<file path="src/rtl/cls_pkg.sv">
package cls_pkg;
  parameter int TERM_W = 32;
  parameter int CST_W  = 32;
  parameter int ACC_W  = 40;
  parameter int FRAC_W = 31;
  parameter int ID_W   = 4;
  localparam int NUM_CLS = 1 << ID_W;
  localparam int PROD_W  = ACC_W + CST_W;
endpackage

</file>
<file path="src/rtl/cls_acc.sv">
module cls_acc #(
  parameter int TERM_W = cls_pkg::TERM_W,
  parameter int ACC_W  = cls_pkg::ACC_W,
  parameter int ID_W   = cls_pkg::ID_W
) (
  input  logic              clk_i,
  input  logic              rst_ni,
  input  logic              term_vld_i,
  input  logic [TERM_W-1:0] term_i,
  input  logic              term_last_i,
  input  logic [ID_W-1:0]   last_idx_i,
  output logic              sum_vld_o,
  output logic [ACC_W-1:0]  sum_o,
  output logic [ID_W-1:0]   sum_cls_o
);
  logic [ACC_W-1:0] acc_q;
  logic [ID_W-1:0]  idx_q;
  logic [ACC_W:0]   wide_sum;

  assign wide_sum = {1'b0, acc_q} + (ACC_W+1)'(term_i);

  always_ff @(posedge clk_i or negedge rst_ni) begin
    if (!rst_ni) begin
      acc_q     <= '0;
      idx_q     <= '0;
      sum_vld_o <= 1'b0;
      sum_o     <= '0;
      sum_cls_o <= '0;
    end else begin
      sum_vld_o <= 1'b0;
      if (term_vld_i) begin
        if (term_last_i) begin
          sum_o     <= wide_sum[ACC_W-1:0];
          sum_vld_o <= 1'b1;
          sum_cls_o <= idx_q;
          acc_q     <= '0;
          idx_q     <= (idx_q == last_idx_i) ? '0 : idx_q + ID_W'(1);
        end else begin
          acc_q <= wide_sum[ACC_W-1:0];
        end
      end
    end
  end


  acc_no_overflow_chk: assert property (@(posedge clk_i) disable iff (!rst_ni)
    term_vld_i |-> !wide_sum[ACC_W]);


  acc_clear_chk: assert property (@(posedge clk_i) disable iff (!rst_ni)
    (term_vld_i && term_last_i) |=> (acc_q == '0));
endmodule

</file>
<file path="src/rtl/cls_scale.sv">
module cls_scale #(
  parameter int ACC_W  = cls_pkg::ACC_W,
  parameter int CST_W  = cls_pkg::CST_W,
  parameter int FRAC_W = cls_pkg::FRAC_W,
  parameter int ID_W   = cls_pkg::ID_W
) (
  input  logic             clk_i,
  input  logic             rst_ni,
  input  logic             cst_we_i,
  input  logic [ID_W-1:0]  cst_addr_i,
  input  logic [CST_W-1:0] cst_data_i,
  input  logic             sum_vld_i,
  input  logic [ACC_W-1:0] sum_i,
  input  logic [ID_W-1:0]  sum_cls_i,
  output logic             score_vld_o,
  output logic [ACC_W-1:0] score_o,
  output logic [ID_W-1:0]  score_cls_o
);
  localparam int NUM    = 1 << ID_W;
  localparam int PROD_W = ACC_W + CST_W;
  localparam logic [CST_W-1:0] CST_ONE = CST_W'(1) << FRAC_W;

  logic [CST_W-1:0]  cst_q [NUM];
  logic [CST_W-1:0]  cst_rd;
  logic [PROD_W-1:0] prod;
  logic              unused_lo;

  assign cst_rd    = cst_q[sum_cls_i];
  assign prod      = PROD_W'(sum_i) * PROD_W'(cst_rd);
  assign unused_lo = ^prod[FRAC_W-1:0];

  always_ff @(posedge clk_i or negedge rst_ni) begin
    if (!rst_ni) begin
      for (int i = 0; i < NUM; i++) cst_q[i] <= '0;
    end else if (cst_we_i) begin
      cst_q[cst_addr_i] <= cst_data_i;
    end
  end

  always_ff @(posedge clk_i or negedge rst_ni) begin
    if (!rst_ni) begin
      score_vld_o <= 1'b0;
      score_o     <= '0;
      score_cls_o <= '0;
    end else begin
      score_vld_o <= sum_vld_i;
      if (sum_vld_i) begin
        score_o     <= prod[FRAC_W +: ACC_W];
        score_cls_o <= sum_cls_i;
      end
    end
  end


  prod_fits_chk: assert property (@(posedge clk_i) disable iff (!rst_ni)
    (sum_vld_i && cst_rd <= CST_ONE) |-> !prod[PROD_W-1]);


  score_bound_chk: assert property (@(posedge clk_i) disable iff (!rst_ni)
    (sum_vld_i && cst_rd <= CST_ONE) |=> (score_o <= $past(sum_i)));
endmodule

</file>
<file path="src/rtl/cls_argmax.sv">
module cls_argmax #(
  parameter int ACC_W = cls_pkg::ACC_W,
  parameter int ID_W  = cls_pkg::ID_W
) (
  input  logic             clk_i,
  input  logic             rst_ni,
  input  logic             score_vld_i,
  input  logic [ACC_W-1:0] score_i,
  input  logic [ID_W-1:0]  score_cls_i,
  input  logic [ID_W-1:0]  last_idx_i,
  output logic [ID_W-1:0]  class_o,
  output logic             done_o
);
  logic [ACC_W-1:0] best_q, best_nxt;
  logic [ID_W-1:0]  best_idx_q, idx_nxt;
  logic             take;

  // strict compare keeps the lower index on ties; class 0 restarts the max
  always_comb begin
    take     = (score_cls_i == '0) || (score_i > best_q);
    best_nxt = take ? score_i : best_q;
    idx_nxt  = take ? score_cls_i : best_idx_q;
  end

  always_ff @(posedge clk_i or negedge rst_ni) begin
    if (!rst_ni) begin
      best_q     <= '0;
      best_idx_q <= '0;
      class_o    <= '0;
      done_o     <= 1'b0;
    end else begin
      done_o <= 1'b0;
      if (score_vld_i) begin
        best_q     <= best_nxt;
        best_idx_q <= idx_nxt;
        if (score_cls_i == last_idx_i) begin
          class_o <= idx_nxt;
          done_o  <= 1'b1;
        end
      end
    end
  end


  max_monotone_chk: assert property (@(posedge clk_i) disable iff (!rst_ni)
    (score_vld_i && score_cls_i != '0) |=> (best_q >= $past(best_q)));


  winner_range_chk: assert property (@(posedge clk_i) disable iff (!rst_ni)
    done_o |-> (class_o <= $past(last_idx_i)));
endmodule

</file>
<file path="src/rtl/class_score_argmax.sv">
module class_score_argmax #(
  parameter int TERM_W = cls_pkg::TERM_W,
  parameter int CST_W  = cls_pkg::CST_W,
  parameter int ACC_W  = cls_pkg::ACC_W,
  parameter int FRAC_W = cls_pkg::FRAC_W,
  parameter int ID_W   = cls_pkg::ID_W
) (
  input  logic              clk_i,
  input  logic              rst_ni,
  input  logic              term_vld_i,
  input  logic [TERM_W-1:0] term_i,
  input  logic              term_last_i,
  input  logic              cst_we_i,
  input  logic [ID_W-1:0]   cst_addr_i,
  input  logic [CST_W-1:0]  cst_data_i,
  input  logic              ncls_we_i,
  input  logic [ID_W-1:0]   ncls_i,
  output logic [ID_W-1:0]   class_o,
  output logic              done_o
);
  logic [ID_W-1:0]  ncls_q, last_idx;
  logic             sum_vld, score_vld;
  logic [ACC_W-1:0] sum, score;
  logic [ID_W-1:0]  sum_cls, score_cls;

  always_ff @(posedge clk_i or negedge rst_ni) begin
    if (!rst_ni)        ncls_q <= '0;
    else if (ncls_we_i) ncls_q <= ncls_i;
  end

  // count 0 wraps to the top index, giving the full class set
  assign last_idx = ncls_q - ID_W'(1);

  cls_acc #(.TERM_W(TERM_W), .ACC_W(ACC_W), .ID_W(ID_W)) u_acc (
    .clk_i, .rst_ni,
    .term_vld_i, .term_i, .term_last_i,
    .last_idx_i(last_idx),
    .sum_vld_o(sum_vld), .sum_o(sum), .sum_cls_o(sum_cls)
  );

  cls_scale #(.ACC_W(ACC_W), .CST_W(CST_W), .FRAC_W(FRAC_W), .ID_W(ID_W)) u_scale (
    .clk_i, .rst_ni,
    .cst_we_i, .cst_addr_i, .cst_data_i,
    .sum_vld_i(sum_vld), .sum_i(sum), .sum_cls_i(sum_cls),
    .score_vld_o(score_vld), .score_o(score), .score_cls_o(score_cls)
  );

  cls_argmax #(.ACC_W(ACC_W), .ID_W(ID_W)) u_argmax (
    .clk_i, .rst_ni,
    .score_vld_i(score_vld), .score_i(score), .score_cls_i(score_cls),
    .last_idx_i(last_idx),
    .class_o, .done_o
  );
endmodule

</file>
<file path="config.mk">
export PLATFORM = sky130hd
export DESIGN_NAME = class_score_argmax
export DESIGN_NICKNAME = d
export VERILOG_FILES = /design/src/rtl/cls_pkg.sv /design/src/rtl/cls_acc.sv /design/src/rtl/cls_scale.sv /design/src/rtl/cls_argmax.sv /design/src/rtl/class_score_argmax.sv
export SDC_FILE = /design/constraint.sdc
export NUM_CORES = 2
export LEC_CHECK = 0
export BUFFER_PORTS_ARGS = -buffer_cell sky130_fd_sc_hd__buf_4
export CAP_MARGIN = 5
export CORE_ASPECT_RATIO = 1.2
export CORE_UTILIZATION = 40
export CTS_CLUSTER_SIZE = 40
export DETAILED_ROUTE_END_ITERATION = 10
export SYNTH_ARGS = -nofsm -noshare
export SYNTH_HDL_FRONTEND = slang
export SYNTH_SLANG_ARGS = --single-unit
</file>
<file path="constraint.sdc">
create_clock -name clk_i -period 13.7 [get_ports clk_i]
set_input_delay 2.74 -clock clk_i [delete_from_list [all_inputs] [get_ports clk_i]]
set_output_delay 2.74 -clock clk_i [all_outputs]
set_load 0.05 [all_outputs]
</file>
==> out/results.ini <==
[floorplanning]
top_level_ports=83
effective_utilization_at_floorplan_pct=40.3
die_area_sq_um=184000
chipWidth_um=392
dieHeight_um=470
floorplan.core_area_sq_um=181000
floorplan.rows=171

[placement]
place_hpwl_um=144000
gp_congestion=0.895
numPortBuffers=82

[logic_synthesis]
yosys-mux-area-fraction_pct=14.0
synth-edff-count=0
synthesis.instances=6948
synth_top_family_by_area=adder cells
yosys.cell_count.top_type=inv_1
yosysSeqAreaShare_pct=24.0
synth_largest_type_area_fraction_pct=31.1
yosys.area_share.adder_pct=36.9
synth_fp_nets=8497
post_synth_and_or_nand_nor_area_fraction_pct=10.7
yosysUniqueCellTypes=72
synth-warning-count=0
synth_area_leaders=fa_1 (31%), dfrtp_1 (24%), mux2_2 (9.1%), inv_1 (6.9%), ha_1 (5.8%)
synth_compound_area_share_pct=4.25
post_synth.cell_area_avg_sq_um=10.5
yosys.area_share.xor_xnor_pct=1.06
synth_area_leader_cell=fa_1
synthTopCellsByCount=inv_1 (1334), fa_1 (1135), nand2_1 (1025), dfrtp_1 (699), mux2_2 (591)
synth.ff_latch_count=699
postSynth.topFlopCell=dfrtp_1
postSynth.asyncResetShare_pct=100
synth_area_sq_um=73000

[sta]
fin_skew_ns=0.0647
timing.final.crit_period_ns=11.25
setup_total_negative_slack_ns=0
timing.fmax_mhz=88.9
max-slew-margin-rel_pct=16.3
final-setup-viol-count=0
drv_slew=0
hold_viol=0
worst_slew_pin_slew_ns=1.26
rsz_0062_raised_after_global_routing=no
final.period_utilization_pct=82.1

[worst_setup_path]
worstPathArrival_ns=11.76
cp.required_ns=14.21
rr_startpoint=u_acc.sum_cls_o[0]$_DFFE_PN0P_
r2r_slack_ns=2.45
cp-startpoint=u_acc.sum_cls_o[0]$_DFFE_PN0P_
worst_r2r_path_depth=27
cp-end-kind=flop
cp_max_fo=41
endpoint=u_scale.score_o[35]$_DFFE_PN0P_
critical_path_class=reg -> reg
reg2reg_to=u_scale.score_o[35]$_DFFE_PN0P_
cp-start-kind=flop

[grt]
grt_antenna_before_repair=12
globalRouteTotalUtil_pct=23.1
met3_usage_pct=3.26
first_global_vias=55113
grt_pass1_wl_um=324000
grt-ovfl-total=0
global_route.usage.met1_pct=27.1
groute.layer.met2.usage_pct=40.6
largest_net_degree_at_the_start_of_global_routing=178
grt_most_used_layer=met2

[cells_and_area]
nNetsFinal=8332
register_area_sq_um=17500
areaGrowthSynthToFinish_pct=7.78
fill_cells=17310
multi_input_area_sq_um=49000
post_route_cells_drive_above_1_share_pct=15.9

[routing]
dr.first_iter.drc_count=3138
routed_wire_length_per_instance_um=22.2
route.vias.total=49790
drt.antenna.violating_nets=0
drt-total-wl_um=206000
vias_per_cell=5.37
detail_route.drc_violations=0
drt_first_pass_iters=5

[clock_tree]
cts_max_path_buffers=3
hold_buffers=0
numClockSinks=699
clk-insertion-delay-late_ns=0.68
cts-resized-gates=0
ctsHtreeMaxLevel=3
clock_tree.root_cell=clkbuf_16
postCtsSetupRepairBufs=0
cts_inserted_buffers=74
clkTransAtPathRegs_ns=0.06
tritoncts=built

[hold_path]
hold_path_class=reg -> reg

[job]
max_cap_violations=0

[outcome]
status=finished clean

==> how the worst min path moves through the flow <==
stage / startpoint / to / slack, ns / cells past startpoint
after global placement: u_acc.acc_q[3]$_DFFE_PN0P_ / u_acc.acc_q[3]$_DFFE_PN0P_ / 0.47 / 1
after detailed placement: u_acc.sum_o[12]$_DFFE_PN0P_ / u_acc.sum_o[12]$_DFFE_PN0P_ / 0.48 / 2
after floorplan: u_acc.sum_vld_o$_DFF_PN0_ / u_scale.score_vld_o$_DFF_PN0_ / 0.39 / 0
after global routing: u_acc.acc_q[16]$_DFFE_PN0P_ / u_acc.acc_q[16]$_DFFE_PN0P_ / 0.51 / 1
after CTS: u_acc.sum_o[12]$_DFFE_PN0P_ / u_acc.sum_o[12]$_DFFE_PN0P_ / 0.49 / 2
final: u_acc.sum_o[12]$_DFFE_PN0P_ / u_acc.sum_o[12]$_DFFE_PN0P_ / 0.48 / 2
==> routing by layer <==
layer	share of wire, %	up-vias	routed length, um
met4	6.1	8	12600
met2	51	1712	104000
met5	0.030	-	62
li1	-	21216	-
met3	5.6	659	11500
met1	38	26195	77600
==> worst max-delay path, stage by stage (launching register included) <==
cell and delay [ns]:
dfrtp_4 0.94, buf_12 0.40, mux4_2 0.54, mux4_2 0.97, and2_1 0.41, fa_1 0.51
fa_1 0.56, inv_1 0.06, fa_1 0.49, fa_1 0.51, inv_1 0.06, fa_1 0.53
fa_1 0.50, inv_1 0.05, fa_1 0.45, fa_1 0.49, inv_1 0.05, ha_1 0.51
nand4_1 0.21, or4_1 0.49, o21ai_0 0.64, o21ai_0 0.21, o211ai_1 0.34, a21o_1 0.25
o21ai_0 0.19, o21ai_0 0.28, xor2_1 0.09, mux2_2 0.27
==> through the flow <==
step | util, % | hold WS, ns | setup slack (ns) | instances | area [sq um]
6_report | 43.5 | 0.484 | 2.45 | 9269 | 78700
5_1_grt | 43.5 | 0.508 | 2.01 | 9267 | 78700
4_1_cts | 43.4 | 0.489 | 2.47 | 9264 | 78600
3_5_place_dp | 42.0 | 0.475 | 2.54 | 9128 | 76000
3_3_place_gp | 42.0 | 0.472 | 2.64 | 9128 | 76000
2_1_floorplan | - | 0.394 | 4.05 | 6948 | 73000
==> sequential cells by signal, summed over array words and instances, names as in the netlist <==
signal / count
u_scale.cst_q: 512
u_acc.sum_o: 40
u_argmax.best_idx_q: 4
u_scale.score_cls_o: 4
u_acc.acc_q: 40
u_scale.score_o: 40
u_argmax.best_q: 40
u_argmax.class_o: 4
u_scale.score_vld_o: 1
u_acc.sum_vld_o: 1
u_acc.sum_cls_o: 4
ncls_q: 4
u_acc.idx_q: 4
u_argmax.done_o: 1
==> layout by cell type (no fill, tap or decap), types with 11 or more instances in the layout <==
cell       count
mux2_2       591
o2bb2ai_1     27
buf_4        173
nand2_1     1023
nand3_1       40
o21bai_1      17
clkbuf_16     74
and3_1        12
o21ai_0      110
and2_1       402
xor2_1        30
xnor2_1       58
inv_1       1334
nor3_1        21
nor2b_1       20
mux4_2       151
nand4_1       35
clkbuf_1      22
mux2i_1       17
dfrtp_1      685
ha_1         336
nor2_1        74
a21o_1        90
clkbuf_8      14
dfrtp_2       12
o211ai_1      11
fa_1        1135
a21oi_1      104
a31oi_1       16
nand2b_1      14
o21a_1        19
==> cells by family (layout without fill, tap and decap cells) <==
family	Yosys count	after routing
fa+ha+maj	1471	1471
compound gates	472	472
other cells	0	4
simple gates	1700	1700
buf+inv	1759	1654
xor+xnor	88	88
mux	759	759
flops	699	699
==> layout make-up <==
cell class                      instances  share of cell area (%)
Tap cell                             2422                    3.85
Antenna cell                            4                  0.0127
Sequential cell                       699                    22.3
Clock buffer                          110                    2.70
Timing Repair Buffer                  180                    1.81
Clock inverter                         26                   0.713
Multi-Input combinational cell       4490                    62.3
Inverter                             1338                    6.38
Power is not shown: default switching activity piles up to over one toggle a cycle in this logic, so the estimate is an artifact.
